$ cat config.mk
export PLATFORM = sky130hd
export DESIGN_NAME = mdio_host_master
export DESIGN_NICKNAME = d
export VERILOG_FILES = /design/src/rtl/mdio_mgmt_pkg.sv /design/src/rtl/mdio_mdc_div.sv /design/src/rtl/mdio_frame_shift.sv /design/src/rtl/mdio_host_master.sv
export SDC_FILE = /design/constraint.sdc
export NUM_CORES = 1
export LEC_CHECK = 0
export BUFFER_PORTS_ARGS = -buffer_cell sky130_fd_sc_hd__buf_2
export CAP_MARGIN = 20
export CORE_UTILIZATION = 35
export CTS_CLUSTER_DIAMETER = 40
export DETAILED_ROUTE_END_ITERATION = 7
export GPL_ROUTABILITY_DRIVEN = 1
export HOLD_SLACK_MARGIN = 0.12
export PLACE_DENSITY = 0.52
export SLEW_MARGIN = 10
export SYNTH_ARGS = -nofsm -noshare
export SYNTH_HDL_FRONTEND = slang
export SYNTH_SLANG_ARGS = --single-unit
$ cat constraint.sdc
create_clock -name clk -period 3.7 [get_ports clk]
set_clock_uncertainty 0.1 [all_clocks]
set_input_delay 0.37 -clock clk [delete_from_list [all_inputs] [get_ports clk]]
set_output_delay 0.37 -clock clk [all_outputs]
set_load 0.02 [all_outputs]
$ cat src/rtl/mdio_mgmt_pkg.sv
package mdio_mgmt_pkg;
  localparam int MII_W     = 16;
  localparam int PRE_LEN   = 32;
  localparam int FRAME_LEN = PRE_LEN + 2 + 2 + 5 + 5 + 2 + MII_W;
  localparam int TA_POS    = FRAME_LEN - MII_W - 2;
  localparam int DATA_POS  = FRAME_LEN - MII_W;
  localparam int IDX_W     = $clog2(FRAME_LEN);
  localparam int DIV_W     = 7;

  typedef struct packed {
    logic [4:0] phy;
    logic [4:0] regn;
    logic [2:0] range;
    logic       wr;
  } mgmt_cmd_t;

  // Half of the MDC ratio for each clock-range code.
  function automatic logic [DIV_W-1:0] mdc_half_period(input logic [2:0] range);
    case (range)
      3'd0:    mdc_half_period = DIV_W'(21);
      3'd1:    mdc_half_period = DIV_W'(31);
      3'd2:    mdc_half_period = DIV_W'(8);
      3'd3:    mdc_half_period = DIV_W'(13);
      3'd4:    mdc_half_period = DIV_W'(51);
      default: mdc_half_period = DIV_W'(62);
    endcase
  endfunction

  function automatic logic [FRAME_LEN-1:0] build_frame(input mgmt_cmd_t c,
                                                       input logic [MII_W-1:0] d);
    logic [1:0] op;
    logic [1:0] ta;
    logic [MII_W-1:0] pay;
    op  = c.wr ? 2'b01 : 2'b10;
    ta  = c.wr ? 2'b10 : 2'b00;
    pay = c.wr ? d : '0;
    build_frame = {{PRE_LEN{1'b1}}, 2'b01, op, c.phy, c.regn, ta, pay};
  endfunction
endpackage

$ cat src/rtl/mdio_mdc_div.sv
module mdio_mdc_div
  import mdio_mgmt_pkg::*;
(
  input  logic       clk,
  input  logic       rst_n,
  input  logic       run,
  input  logic [2:0] range,
  output logic       mdc,
  output logic       rise_evt,
  output logic       fall_evt
);
  logic [DIV_W-1:0] cnt;
  logic [DIV_W-1:0] half;
  logic             term;

  assign half     = mdc_half_period(range);
  assign term     = run && (cnt == half - 1'b1);
  assign rise_evt = term && !mdc;
  assign fall_evt = term && mdc;

  always_ff @(posedge clk) begin
    if (!rst_n || !run) begin
      cnt <= '0;
      mdc <= 1'b0;
    end else if (term) begin
      cnt <= '0;
      mdc <= ~mdc;
    end else begin
      cnt <= cnt + 1'b1;
    end
  end

  // MDC settles low whenever no frame runs
  a_r3_idle_low: assert property (@(posedge clk) disable iff (!rst_n)
    !run |=> !mdc);
  // edges are separated by at least one full half period
  a_r3_edge_spacing: assert property (@(posedge clk) disable iff (!rst_n)
    (rise_evt || fall_evt) |=> !(rise_evt || fall_evt));
endmodule

$ cat src/rtl/mdio_frame_shift.sv
module mdio_frame_shift
  import mdio_mgmt_pkg::*;
(
  input  logic             clk,
  input  logic             rst_n,
  input  logic             launch,
  input  logic             run,
  input  mgmt_cmd_t        cmd,
  input  logic [MII_W-1:0] tx_data,
  input  logic             rise_evt,
  input  logic             fall_evt,
  input  logic             mdio_i,
  output logic             mdio_o,
  output logic             mdio_oe,
  output logic             done_evt,
  output logic [MII_W-1:0] rd_data
);
  logic [FRAME_LEN-1:0] shreg;
  logic [IDX_W-1:0]     bit_idx;
  logic                 last_bit;
  logic                 in_data;
  logic                 released;

  assign last_bit = (bit_idx == IDX_W'(FRAME_LEN - 1));
  assign in_data  = (bit_idx >= IDX_W'(DATA_POS));
  assign released = !cmd.wr && (bit_idx >= IDX_W'(TA_POS));
  assign done_evt = run && fall_evt && last_bit;
  assign mdio_o   = run ? shreg[FRAME_LEN-1] : 1'b1;
  assign mdio_oe  = run && !released;

  always_ff @(posedge clk) begin
    if (!rst_n) begin
      shreg   <= '0;
      bit_idx <= '0;
      rd_data <= '0;
    end else if (launch) begin
      shreg   <= build_frame(cmd, tx_data);
      bit_idx <= '0;
    end else begin
      if (run && fall_evt && !last_bit) begin
        shreg   <= {shreg[FRAME_LEN-2:0], 1'b0};
        bit_idx <= bit_idx + 1'b1;
      end
      if (run && rise_evt && !cmd.wr && in_data)
        rd_data <= {rd_data[MII_W-2:0], mdio_i};
    end
  end

  // a frame ends only after its last bit
  a_r2_done_on_last: assert property (@(posedge clk) disable iff (!rst_n)
    done_evt |-> bit_idx == IDX_W'(FRAME_LEN - 1));
  // line released through turnaround and data of a read
  a_r5_read_release: assert property (@(posedge clk) disable iff (!rst_n)
    (run && !cmd.wr && bit_idx >= IDX_W'(TA_POS)) |-> !mdio_oe);
  // a write keeps the line driven
  a_r5_write_drive: assert property (@(posedge clk) disable iff (!rst_n)
    (run && cmd.wr) |-> mdio_oe);
endmodule

$ cat src/rtl/mdio_host_master.sv
module mdio_host_master
  import mdio_mgmt_pkg::*;
#(
  parameter int ADDR_W   = 8,
  parameter int BUS_W    = 32,
  parameter int CTRL_OFS = 'h10,
  parameter int DATA_OFS = 'h14
) (
  input  logic             clk,
  input  logic             rst_n,
  input  logic [ADDR_W-1:0] reg_addr,
  input  logic             reg_we,
  input  logic [BUS_W-1:0] reg_wdata,
  output logic [BUS_W-1:0] reg_rdata,
  output logic             mdc,
  output logic             mdio_o,
  output logic             mdio_oe,
  input  logic             mdio_i
);
  localparam int PAD_W = BUS_W - MII_W;

  logic             busy_q;
  mgmt_cmd_t        cmd_q;
  logic [MII_W-1:0] data_q;
  logic             hit_ctrl, hit_data, launch;
  logic             rise_evt, fall_evt, done_evt;
  logic [MII_W-1:0] rd_data;
  wire              unused_wbits = ^{reg_wdata[BUS_W-1:MII_W], reg_wdata[5]};

  assign hit_ctrl = reg_we && (reg_addr == ADDR_W'(CTRL_OFS));
  assign hit_data = reg_we && (reg_addr == ADDR_W'(DATA_OFS));
  assign launch   = hit_ctrl && !busy_q && reg_wdata[0];

  always_ff @(posedge clk) begin
    if (!rst_n) begin
      busy_q <= 1'b0;
      cmd_q  <= '0;
      data_q <= '0;
    end else begin
      if (hit_ctrl && !busy_q) begin
        cmd_q.phy   <= reg_wdata[15:11];
        cmd_q.regn  <= reg_wdata[10:6];
        cmd_q.range <= reg_wdata[4:2];
        cmd_q.wr    <= reg_wdata[1];
      end
      if (launch)        busy_q <= 1'b1;
      else if (done_evt) busy_q <= 1'b0;
      if (done_evt && !cmd_q.wr)   data_q <= rd_data;
      else if (hit_data && !busy_q) data_q <= reg_wdata[MII_W-1:0];
    end
  end

  // The frame is built from the fields being written at the launch edge.
  mgmt_cmd_t launch_cmd;
  always_comb begin
    launch_cmd = cmd_q;
    if (launch) begin
      launch_cmd.phy   = reg_wdata[15:11];
      launch_cmd.regn  = reg_wdata[10:6];
      launch_cmd.range = reg_wdata[4:2];
      launch_cmd.wr    = reg_wdata[1];
    end
  end

  always_comb begin
    reg_rdata = '0;
    if (reg_addr == ADDR_W'(CTRL_OFS))
      reg_rdata = {{PAD_W{1'b0}}, cmd_q.phy, cmd_q.regn, 1'b0,
                   cmd_q.range, cmd_q.wr, busy_q};
    else if (reg_addr == ADDR_W'(DATA_OFS))
      reg_rdata = {{PAD_W{1'b0}}, data_q};
  end

  mdio_mdc_div i_div (
    .clk      (clk),
    .rst_n    (rst_n),
    .run      (busy_q),
    .range    (cmd_q.range),
    .mdc      (mdc),
    .rise_evt (rise_evt),
    .fall_evt (fall_evt)
  );

  mdio_frame_shift i_frame (
    .clk      (clk),
    .rst_n    (rst_n),
    .launch   (launch),
    .run      (busy_q),
    .cmd      (launch ? launch_cmd : cmd_q),
    .tx_data  (data_q),
    .rise_evt (rise_evt),
    .fall_evt (fall_evt),
    .mdio_i   (mdio_i),
    .mdio_o   (mdio_o),
    .mdio_oe  (mdio_oe),
    .done_evt (done_evt),
    .rd_data  (rd_data)
  );

  // busy only drops on the frame's completion event
  a_r2_fall_on_done: assert property (@(posedge clk) disable iff (!rst_n)
    $fell(busy_q) |-> $past(done_evt));
  // command fields frozen while a frame runs
  a_r7_cmd_frozen: assert property (@(posedge clk) disable iff (!rst_n)
    busy_q |=> $stable(cmd_q));
  // data word frozen until completion
  a_r7_data_frozen: assert property (@(posedge clk) disable iff (!rst_n)
    (busy_q && !done_evt) |=> $stable(data_q));
  // line released whenever idle
  a_r5_idle_release: assert property (@(posedge clk) disable iff (!rst_n)
    !busy_q |-> !mdio_oe);
endmodule

==> impl_results.md, run 1 <==
- Seq cells post-synth: ~130
- NumNets Final: 692
- WP data arrival: 3.52 ns
- DRC violations left: 0
- CP Data Required Time: around 4.0 ns
- Top cells by area, synth: dfxtp_1, mux2i_1, o311a_1
- Core area: roughly 16000 sq um
- # clock sinks: 125
- DP HPWL: around 8.7 mm
- Slowest CP cell: or3_1
- Crit path max-delay family: simple AND/OR/NAND/NOR gates
- Largest area contributor in the netlist: dfxtp_1
- Worst skew pair latency: 0.42 ns
- Pleak: 2.629 nW
- Final setup viols: 0
- Syn Area/Cell: about 9.3 sq um
- Die span in y: roughly 130 um
- Multi-input gate area: between 2000 and 3000 sq um
- Worst-case vdd ir drop: 338.1 uV
- # IOs: 79
- Worst slew pin tran: 1.004 ns
- Post-synth EDFFs: 0
- GRT Util Overall: around 17%
- Number of global-route vias before repair: about 4400
- Number of port buffers: 46
- Post-synthesis sequential area ratio: about 44%
- Post-DR vias/cell: 5.447
- Max Clock Freq: 306.9 MHz
- Max-Slew Margin vs Limit: roughly 33%
- Final GP Congestion: between 0.7 and 0.8
- Fraction of layout cells with a size suffix above 1: 19.48%
- Drt wl/cell: roughly 16 um
- Crit Path Max Fanout: 35
- Area grow syn2layout: 18.03%
- Synth unique cells: 50
- Area of the mapped netlist: ~5700 sq um
- Flop2flop setup slack: 0.44 ns
- Worst Setup End Kind: flop
- First-pass GRT wire length: 22.43 mm
- Clk buf depth: 2
- Starting Density: between 30% and 40%
- Remaining antenna violation count after routing: 0
- Critical Path Start Type: flop
- Fin. Hold Viols: 0
- Fin crit period: ~3.3 ns
- Yosys warning total: 0
- Cell Count, Final, Fillers Out: approximately 870
- RSZ-0062 raised after global routing: false
- # Max-Cap Violations: 0
- CTS tree: done
- Tcrit/Tclk final: 88.07%
- Largest stage delay, worst path: a little under 0.8 ns
- Initial antenna violation count: 0
- Die Area: roughly 17000 sq um
- Top cell type's share of synthesized area: between 40 and 50%
- Count of final max-slew check failures: 0
- Main synth FF type: dfxtp_1
- TritonCTS Buffers: 17
- Pre-antenna DRT Iters: 5
- Fillers: around 1600
- Die W: 129.6 um
- CTS H-tree lvls: 4
- DRT iter0 DRCs: approximately 340
- WL final: between 10 and 15 mm
- Postcts setup bufs: 0
- Global route overflow: 0
- Outcome: finished, final reports clean
- Pwr dens: between 400 and 500 nW/um^2
- Largest net degree at the start of global routing: 53
- CTS clk-pin slew, worst paths: 0.06 ns
- Async SR Flop Fraction: 0%
- Kind of critical path: reg2reg
- Cells after Synth: about 600
- Ant diodes: 0
- Clk root buf: clkbuf_16
- Setup TNS: 0 ns
- Register Area: ~2500 sq um
- Vias: between 4000 and 5000
- Hold/Removal Path Class: in2reg
- Cell Chain, Critical Path: nand2_1, o21ai_0, ha_1, xor2_1, nand4b_1, or3_1, buf_4, o21ai_2, o221a_2
- Std-Cell Rows: 46
- Post-CTS sizing: 0
- CP Buf/Inv Count: 1
- Dpl cells: between 800 and 900
[path summary, 6_finish.rpt]
kind         depth (start not counted)           endpoint           from
min reg2reg                          2           cmd_q[4]       cmd_q[4]
max reg2reg                          9  i_frame.shreg[24]       cmd_q[3]
min                                  3          cmd_q[13]  reg_wdata[15]
max                                  9  i_frame.shreg[24]       cmd_q[3]
[Yosys cell counts (7+ instances only)]
library cell / count
a211oi_1: 16
a21oi_1: 45
a22o_1: 15
a31oi_1: 18
buf_4: 16
clkbuf_1: 47
dfxtp_1: 125
inv_1: 7
mux2_2: 16
mux2i_1: 32
nand2_1: 72
nand3_1: 11
nor2_1: 14
o21a_1: 10
o21ai_0: 25
o221a_2: 10
o311a_1: 32
or3_1: 36
[worst reg2reg max path, cell delays in order (launching register included)]
cell	delay (ns)
dfxtp_1	0.51
nand2_1	0.08
o21ai_0	0.09
ha_1	0.26
xor2_1	0.15
nand4b_1	0.18
or3_1	0.78
buf_4	0.40
o21ai_2	0.38
o221a_2	0.28
[repair_timing]
item,CTS,global route
hold buffers,13,0
hold endpoints to repair,13,0
setup endpoints to repair,0,0
[through the flow]
step	instance area [sq um]	hold WS [ns]	power, W	setup slack, ns	util [%]
2_1_floorplan	5753	0.3321	0.001436	0.4609	-
3_3_place_gp	5973	0.3401	0.001453	0.5105	37.60
3_5_place_dp	5973	0.3472	0.001453	0.4679	37.60
4_1_cts	6724	0.1266	0.003214	0.4499	42.33
5_1_grt	6724	0.1640	0.003286	0.1015	42.33
6_report	6724	0.1497	0.003177	0.4413	42.33
[cells by family (layout without fill, tap and decap cells)]
family	Yosys count	in the layout	synth area share, %
AO/OA/AOI/OAI	185	185	23.44
XOR/XNOR	8	8	1.230
adder cells (fa/ha/maj)	4	4	0.8786
buffers and inverters	82	111	7.380
flip-flops	125	125	43.93
multiplexers	48	48	8.785
other	1	16	0.06583
AND/OR/NAND/NOR	160	160	14.30
[where the power goes]
group	total [W]	switching, W	internal [W]
clock network	0.00174	0.000651	0.00109
registers	0.00135	0.000000792	0.00135
logic	0.0000867	0.0000586	0.0000281
[placed cells by master, fill, tap and decap left out, drive strengths merged, types with 10 or more instances in the layout]
master / n
nand2: 72
a21oi: 45
mux2i: 32
a22o: 15
nor2: 14
or3: 36
mux2: 16
a211oi: 16
o21ai: 26
inv: 13
nand3: 11
o221a: 10
buf: 58
o21a: 10
clkbuf: 18
a31oi: 18
dfxtp: 125
conb: 16
o311a: 32
dlygate4sd3: 13
[registers in the layout, indices dropped and copies added (netlist names)]
signal / flops
i_frame.bit_idx: 6
cmd_q: 14
data_q: 16
i_frame.shreg: 64
busy_q: 1
i_div.mdc: 1
i_frame.rd_data: 16
i_div.cnt: 7
[layout make-up]
type | count | area share, %
Inverter | 8 | 0.4466
Sequential cell | 125 | 37.22
Clock inverter | 14 | 2.698
Timing Repair Buffer | 71 | 6.699
Clock buffer | 18 | 6.531
Multi-Input combinational cell | 421 | 42.39
Tap cell | 216 | 4.019
[routing by layer]
metal  wire [um]  vias to the layer above  GRT usage, %  share of wire [%]
met1        6715                     2334         22.79                 49
met4         187                        0         6.908                1.4
li1            -                     2312             -                  -
met5           0                        -             0                  0
met2        6450                       98         26.52                 47
met3         468                       11         4.500                3.4
Power figures use the tool's default switching activity.
==> run 2: changes to the inputs <==
--- a/config.mk
+++ b/config.mk
@@ -7,12 +7,11 @@
 export LEC_CHECK = 0
 export BUFFER_PORTS_ARGS = -buffer_cell sky130_fd_sc_hd__buf_2
 export CAP_MARGIN = 20
-export CORE_UTILIZATION = 35
+export CORE_UTILIZATION = 25
 export CTS_CLUSTER_DIAMETER = 40
 export DETAILED_ROUTE_END_ITERATION = 7
 export GPL_ROUTABILITY_DRIVEN = 1
 export HOLD_SLACK_MARGIN = 0.12
-export PLACE_DENSITY = 0.52
 export SLEW_MARGIN = 10
 export SYNTH_ARGS = -nofsm -noshare
 export SYNTH_HDL_FRONTEND = slang
==> run 2 against run 1 <==
  * Sequential power hardly changed
  * Non-clock buffer count rose by 1
  * Maximum frequency up 12%
  * Global-route usage is 4.9 points lower
  * Critical path type is now in2out
  * Largest cell class unchanged
==> impl_results.md, run 2 (synthesized netlist as in run 1, its figures left out) <==
- CTS clk-pin slew, worst paths: 0.05 ns (about the same)
- Number of global-route vias before repair: 4355 (-0.16%)
- Clk buf depth: 2 (unchanged)
- WP data arrival: 2.44 ns (-1.08 ns)
- Slowest CP cell: or4b_2
- Crit Path Max Fanout: 21 (-40%)
- Outcome: finished, final reports clean
- Die W: 153.0 um (+18%)
- Initial antenna violation count: 0 (unchanged)
- Biggest regs: i_frame.shreg: 64 flops, data_q: 16 flops, i_frame.rd_data: 16 flops
- Area of placed instances: 6083 sq um (+1.8%)
- Most frequent cells in the layout: dfxtp_1, nand2_1, buf_2
- Final GP Congestion: 0.7713 (about the same)
- Std-Cell Rows: 54 (+17%)
- Cell Int Power: 0.002407 W (-2.4%)
- Starting Density: 25.78% (-10 points)
- GRT Util Overall: 12.26% (-4.9 points)
- Pre-antenna DRT Iters: 5 (unchanged)
- Sw Ratio: 20.57% (-1.8 points)
- R2R Path Start: cmd_q[1]
- CP Buf/Inv Count: 4 (+3)
- Worst skew pair latency: 0.41 ns (about the same)
- Die span in y: 153.0 um (+18%)
- First-pass GRT wire length: 23.03 mm (+2.7%)
- DRC violations left: 0 (unchanged)
- Hold Path Origin: reg_wdata[9]
- DP HPWL: 8.575 mm (-0.99%)
- Min-Delay Endpoint: cmd_q[7]
- Pleak: 2.622 nW (-0.29%)
- Postcts setup bufs: 0 (unchanged)
- Final setup margin: 0.7853 ns (+0.3440 ns)
- NumNets Final: 693 (+0.14%)
- Area grow syn2layout: 18.49%
- DRT iter0 DRCs: 384 (+12%)
- # Max-Cap Violations: 0 (unchanged)
- Commonest non-fill, non-tap cell in the layout: dfxtp_1
- Ant diodes: 0 (unchanged)
- Fin crit period: 2.915 ns (-0.3440 ns)
- Fraction of layout cells with a size suffix above 1: 19.36% (-0.12 points)
- Comb pwr share: 2.8% (about the same)
- Cells on Worst Hold Path: 3 (unchanged)
- CP Data Required Time: 3.23 ns (-0.73 ns)
- Core area: 22090 sq um (+39%)
- Cell area after layout: 6750 sq um (+0.39%)
- Largest register FFs: 64 (unchanged)
- Dpl cells: 896 (+8.2%)
- Kind of critical path: in2out
- Fin. Hold Viols: 0 (unchanged)
- Largest stage delay, worst path: 0.76 ns (-0.02 ns)
- Max Clock Freq: 343.1 MHz (+12%)
- Worst slew pin tran: 0.8448 ns (-0.1593 ns)
- Critical Path Start Type: input port
- Clk root buf: clkbuf_16
- Setup TNS: 0 ns (unchanged)
- Seq pwr share: 44.5% (+2.1 points)
- Hold/Removal Path Class: in2reg
- Reg2reg end: i_frame.rd_data[12]
- # IOs: 79 (unchanged)
- Reg2Reg Depth: 5 (-4)
- # clock sinks: 125 (unchanged)
- Tcrit/Tclk final: 78.78% (-9.3 points)
- Drt wl/cell: 14.89 um (-6.0%)
- CTS H-tree lvls: 4 (unchanged)
- Final setup viols: 0 (unchanged)
- Number of port buffers: 46 (unchanged)
- Post-DR vias/cell: 5.019 (-7.8%)
- Global route overflow: 0 (unchanged)
- Cell Chain, Critical Path: buf_2, or4b_2, nor4_2, buf_4, nand2_1, buf_4, nand2_1, a21boi_0, buf_2
- Switching power: 0.0006235 W (-12%)
- TritonCTS Buffers: 17 (unchanged)
- Clock network power share: 52.7% (-2.1 points)
- Largest Register: i_frame.shreg
- RSZ-0062 raised after global routing: false
- Vias: 4698 (-1.2%)
- WL final: 13.93 mm (+0.80%)
- Flop2flop setup slack: 0.80 ns (+0.36 ns)
- Dpl ws: 0.7156 ns (+0.2477 ns)
- Worst Setup End Kind: output port
- Cell Count, Final, Fillers Out: 936 (+7.2%)
- CTS tree: done
- Worst-case vdd ir drop: 336.9 uV (-0.36%)
- Power Total: 0.003031 W (-4.6%)
- Cts hold-fix bufs: 10 (-3)
- Die Area: 23400 sq um (+39%)
- Crit path max-delay family: simple AND/OR/NAND/NOR gates
- Largest net degree at the start of global routing: 79 (+49%)
- Post-CTS sizing: 0 (unchanged)
- Count of final max-slew check failures: 0 (unchanged)
- Remaining antenna violation count after routing: 0 (unchanged)
- Max-Slew Margin vs Limit: 43.68% (+11 points)
- Pwr dens: 449.0 nW/um^2 (-5.0%)
## run 2: cell count changes in the layout (fill, tap and decap cells not counted), moves of 2 or more
| cell | delta |
|---|---|
| inv_6 | -5 |
| buf_4 | +4 |
| clkbuf_1 | +3 |
| clkinv_2 | +3 |
| clkinvlp_4 | -3 |
| dlygate4sd3_1 | -3 |
| clkbuf_8 | +2 |
## run 2: worst max path at each step
stage | from | end | cells after the start
final | reg_addr[5] | mdio_oe | 9
after global routing | cmd_q[3] | i_frame.shreg[19] | 9
after floorplan | reg_addr[5] | mdio_oe | 7
after detailed placement | reg_addr[5] | i_frame.shreg[8] | 8
after global placement | reg_addr[5] | i_frame.shreg[4] | 8
after CTS | reg_addr[5] | mdio_oe | 9
## run 2: final cells by class
| class | instances | area, sq um |
|---|---|---|
| clock buffer | 23 | 478.0 |
| clock inverter | 7 | 88.84 |
| fill | 2273 | 15340 |
| inverter | 8 | 30.03 |
| multi-input combinational | 421 | 2850 |
| sequential | 125 | 2502 |
| tap | 280 | 350.3 |
| timing repair buffer | 72 | 450.4 |
## run 2: power groups by stage
stage	combinational, W	sequential [W]	clock, W
floorplan	0.0000588	0.00138	0
global placement	0.0000768	0.00138	0
detailed placement	0.0000772	0.00138	0
CTS	0.0000856	0.00135	0.00164
global route	0.0000923	0.00135	0.00170
finish	0.0000851	0.00135	0.00160
## run 2: tightest hold or removal path: stages
cell	delay, ns
buf_2	0.12
nand2_1	0.05
a21oi_1	0.05
## run 2: through the flow
| step | util (%) | hold slack [ns] |
|---|---|---|
| 2_1_floorplan | - | 0.3321 |
| 3_3_place_gp | 27.53 | 0.3391 |
| 3_5_place_dp | 27.53 | 0.3432 |
| 4_1_cts | 30.55 | 0.1246 |
| 5_1_grt | 30.55 | 0.1427 |
| 6_report | 30.55 | 0.1403 |
## run 2: routing by layer
layer	GRT usage (%)	routed length (um)
met5	0	0
met1	16.91	6896
met2	18.50	6222
met3	2.864	661
met4	4.473	153
==> run 3: changes to the inputs <==
--- a/config.mk
+++ b/config.mk
@@ -5,6 +5,7 @@
 export SDC_FILE = /design/constraint.sdc
 export NUM_CORES = 1
 export LEC_CHECK = 0
+export ABC_AREA = 1
 export BUFFER_PORTS_ARGS = -buffer_cell sky130_fd_sc_hd__buf_2
 export CAP_MARGIN = 20
 export CORE_UTILIZATION = 25
==> constraint.sdc (replaced) <==
create_clock -name clk -period 2.4 [get_ports clk]
set_clock_uncertainty 0.1 [all_clocks]
set_input_delay 0.24 -clock clk [delete_from_list [all_inputs] [get_ports clk]]
set_output_delay 0.24 -clock clk [all_outputs]
set_load 0.02 [all_outputs]
==> run 3 against run 2 <==
  * Register-to-register slack got worse by 0.58 ns
  * Combinational power rose by 89%
  * Worst setup slack got worse by 0.60 ns
  * Power up 61%
  * Area after synthesis rose by 6.5%
  * Synthesized cell count rose by 51%
  * Flip-flop and latch count unchanged
  * Routed wire length is 4.5% higher
  * First-iteration DRC count fell by 9.1%
  * Critical endpoint unchanged
==> impl_results.md, run 3 <==
- CTS H-tree lvls: 4 (unchanged)
- Die W: 157.8 um (+3.2%)
- DRT iter0 DRCs: 349 (-9.1%)
- Cell area after layout: 7463 sq um (+11%)
- WL final: 14.57 mm (+4.5%)
- Crit Path Max Fanout: 10 (-52%)
- Biggest regs: i_frame.shreg: 64 flops, data_q: 16 flops, i_frame.rd_data: 16 flops
- Worst Setup End Kind: output port
- Vias: 5352 (+14%)
- Outcome: finished, final reports clean
- Yosys warning total: 0 (unchanged)
- GRT Util Overall: 12.07% (-0.18 points)
- Global route overflow: 0 (unchanged)
- Async SR Flop Fraction: 0% (unchanged)
- Starting Density: 25.70% (-0.080 points)
- Clk root buf: clkbuf_16
- Remaining antenna violation count after routing: 0 (unchanged)
- Sw Ratio: 20.65% (+0.074 points)
- # Max-Cap Violations: 0 (unchanged)
- Initial antenna violation count: 0 (unchanged)
- Critical Path Most Common Cell: nand2_1
- Clk buf depth: 2 (unchanged)
- Die Area: 24910 sq um (+6.5%)
- CTS tree: done
- Hold/Removal Path Class: in2reg
- Final GP Congestion: 0.7596 (-1.5%)
- Area of placed instances: 6606 sq um (+8.6%)
- Main synth FF type: dfxtp_1
- Largest area contributor in the netlist: dfxtp_1
- Count of final max-slew check failures: 0 (unchanged)
- Worst-case vdd ir drop: 406.3 uV (+21%)
- Largest Register: i_frame.shreg
- Top cells by area, synth: dfxtp_1, nor2_1, nand2_1
- # IOs: 79 (unchanged)
- Seq cells post-synth: 125 (unchanged)
- Pleak: 3.578 nW (+36%)
- Area of the mapped netlist: 6070 sq um (+6.5%)
- Pre-antenna DRT Iters: 4 (-1)
- Worst skew pair latency: 0.41 ns (about the same)
- Cell Int Power: 0.003873 W (+61%)
- Max-Slew Margin vs Limit: 62.20% (+19 points)
- Post-synthesis sequential area ratio: 41.23% (-2.7 points)
- Largest net degree at the start of global routing: 76 (-3.8%)
- Kind of critical path: reg2out
- Post-DR vias/cell: 4.064 (-19%)
- Fillers: 2535 (+12%)
- Number of port buffers: 46 (unchanged)
- Most frequent cells in the layout: nor2_1, nand2_1, dfxtp_1
- Critical Path Start Type: flop
- RSZ-0062 raised after global routing: true
- Fraction of layout cells with a size suffix above 1: 11.82% (-7.5 points)
- Drt wl/cell: 11.06 um (-26%)
- Syn Area/Cell: 6.540 sq um (-30%)
- Clock network power share: 54.1% (+1.4 points)
- NumNets Final: 1034 (+49%)
- Comb pwr share: 3.3% (+0.5 points)
- DP HPWL: 9.279 mm (+8.2%)
- Fin crit period: roughly 2.2 ns
- Largest register FFs: 64 (unchanged)
- Area grow syn2layout: 22.96%
- DRC violations left: 0 (unchanged)
- Top-count cell post-synth: nor2_1
- Die span in y: 157.8 um (+3.2%)
- Cell Chain, Critical Path: nor2_2, nand2_4, inv_2, nand2_2, nand2_1, nand2_1, o21ai_0, inv_1, buf_2
- Synth unique cells: 34 (-32%)
- Setup TNS: 0 ns (unchanged)
- CTS clk-pin slew, worst paths: 0.06 ns (about the same)
- Switching power: 0.001008 W (+62%)
- First-pass GRT wire length: 23.58 mm (+2.4%)
- Ant diodes: 0 (unchanged)
- TritonCTS Buffers: 17 (unchanged)
- Cells after Synth: 928 (+51%)
- Pwr dens: 653.9 nW/um^2 (+46%)
- Largest stage delay, worst path: 0.35 ns (-0.41 ns)
- Final setup viols: 0 (unchanged)
- Worst slew pin tran: 0.5670 ns (-0.2777 ns)
- CP Data Required Time: 2.06 ns (-1.17 ns)
- Number of global-route vias before repair: 4742 (+8.9%)
- Core area: 23610 sq um (+6.9%)
- Hold slack: 0.1565 ns (+0.01621 ns)
- Max Clock Freq: around 450 MHz
- Commonest non-fill, non-tap cell in the layout: nor2_1
- Final core occ: 31.61% (+1.1 points)
- Top cell type's share of synthesized area: 41.23% (-2.7 points)
- # clock sinks: 125 (unchanged)
- Slowest CP cell: dfxtp_1
- WP data arrival: 1.88 ns (-0.56 ns)
- Seq pwr share: 42.6% (-1.9 points)
- Fin. Hold Viols: 0 (unchanged)
- Post-synth EDFFs: 0 (unchanged)
- Top cells by count, synth: nor2_1, nand2_1, dfxtp_1
- Tcrit/Tclk final: 92.32%
- Power Total: 0.004880 W (+61%)
- Std-Cell Rows: 56 (+3.7%)
## run 3: cell types whose count changed after synthesis, sizes merged, moves of 21 or more
cell	before	now
nor2	14	245
nand2	72	213
inv	7	114
o21ai	26	77
or3	36	0
mux2i	32	0
o311a	32	0
clkbuf	47	19
a21oi	45	24
## run 3: metrics by stage
stage / setup slack, ns / instances
after detailed placement: 0.07536 / 1266
final: 0.1843 / 1317
after CTS: 0.04337 / 1313
after global placement: 0.09805 / 1266
after global routing: -0.01276 / 1317
after floorplan: 0.3111 / 943
## run 3: logic make-up (layout without fill, tap and decap cells)
family	count (synthesis)	count (layout)	synth area share [%]
compound gates	111	111	9.503
xor+xnor	6	6	0.8658
fa+ha+maj	4	4	0.8246
buf+inv	176	229	13.48
flops	125	125	41.23
other cells	1	16	0.06178
simple gates	505	507	34.03
## run 3: repair_timing
action | CTS | global route
gates resized for setup | 0 | 9
hold endpoints to repair | 20 | 0
setup buffers | 0 | 2
hold buffers | 16 | 0
setup endpoints to repair | 0 | 102
## run 3: layout make-up
class | instances | area, sq um | share of cell area (%)
Clock buffer | 25 | 495.5 | 6.639
Clock inverter | 6 | 107.6 | 1.442
Inverter | 114 | 430.4 | 5.767
Multi-Input combinational cell | 644 | 2882 | 38.61
Sequential cell | 125 | 2504 | 33.55
Tap cell | 319 | 399.1 | 5.348
Timing Repair Buffer | 84 | 645.6 | 8.650
## run 3: power by group through the flow
stage                     registers [W]  clock network [W]  logic [W]
final                           0.00208            0.00264   0.000161
after global routing            0.00208            0.00278   0.000181
after CTS                       0.00208            0.00268   0.000162
after detailed placement        0.00212                  0   0.000141
after global placement          0.00212                  0   0.000141
after floorplan                 0.00212                  0   0.000106
## run 3: path summary, 6_finish.rpt
check                                  startpoint                  to  slack, ns  cells after the start
worst max-delay path                       busy_q             mdio_oe       0.18                      9
worst min register to register  i_frame.shreg[54]   i_frame.shreg[54]       0.37                      2
worst max register to register           cmd_q[1]  i_frame.bit_idx[0]       0.22                     15
worst min-delay path                 reg_wdata[5]           data_q[5]       0.16                      7
## run 3: routing by layer
layer	vias up	part of all wire [%]	global-route usage (%)
li1	2902	-	-
met1	2371	49	15.08
met2	68	47	20.16
met3	11	2.5	2.655
met4	0	1.4	4.577
met5	-	0	0
## run 3: critical path: cells and delay by family, from the launching register on
kind            cells  cell delay, ns
compound gates      1            0.25
flops               1            0.35
buf+inv             3            0.34
simple gates        5            0.52
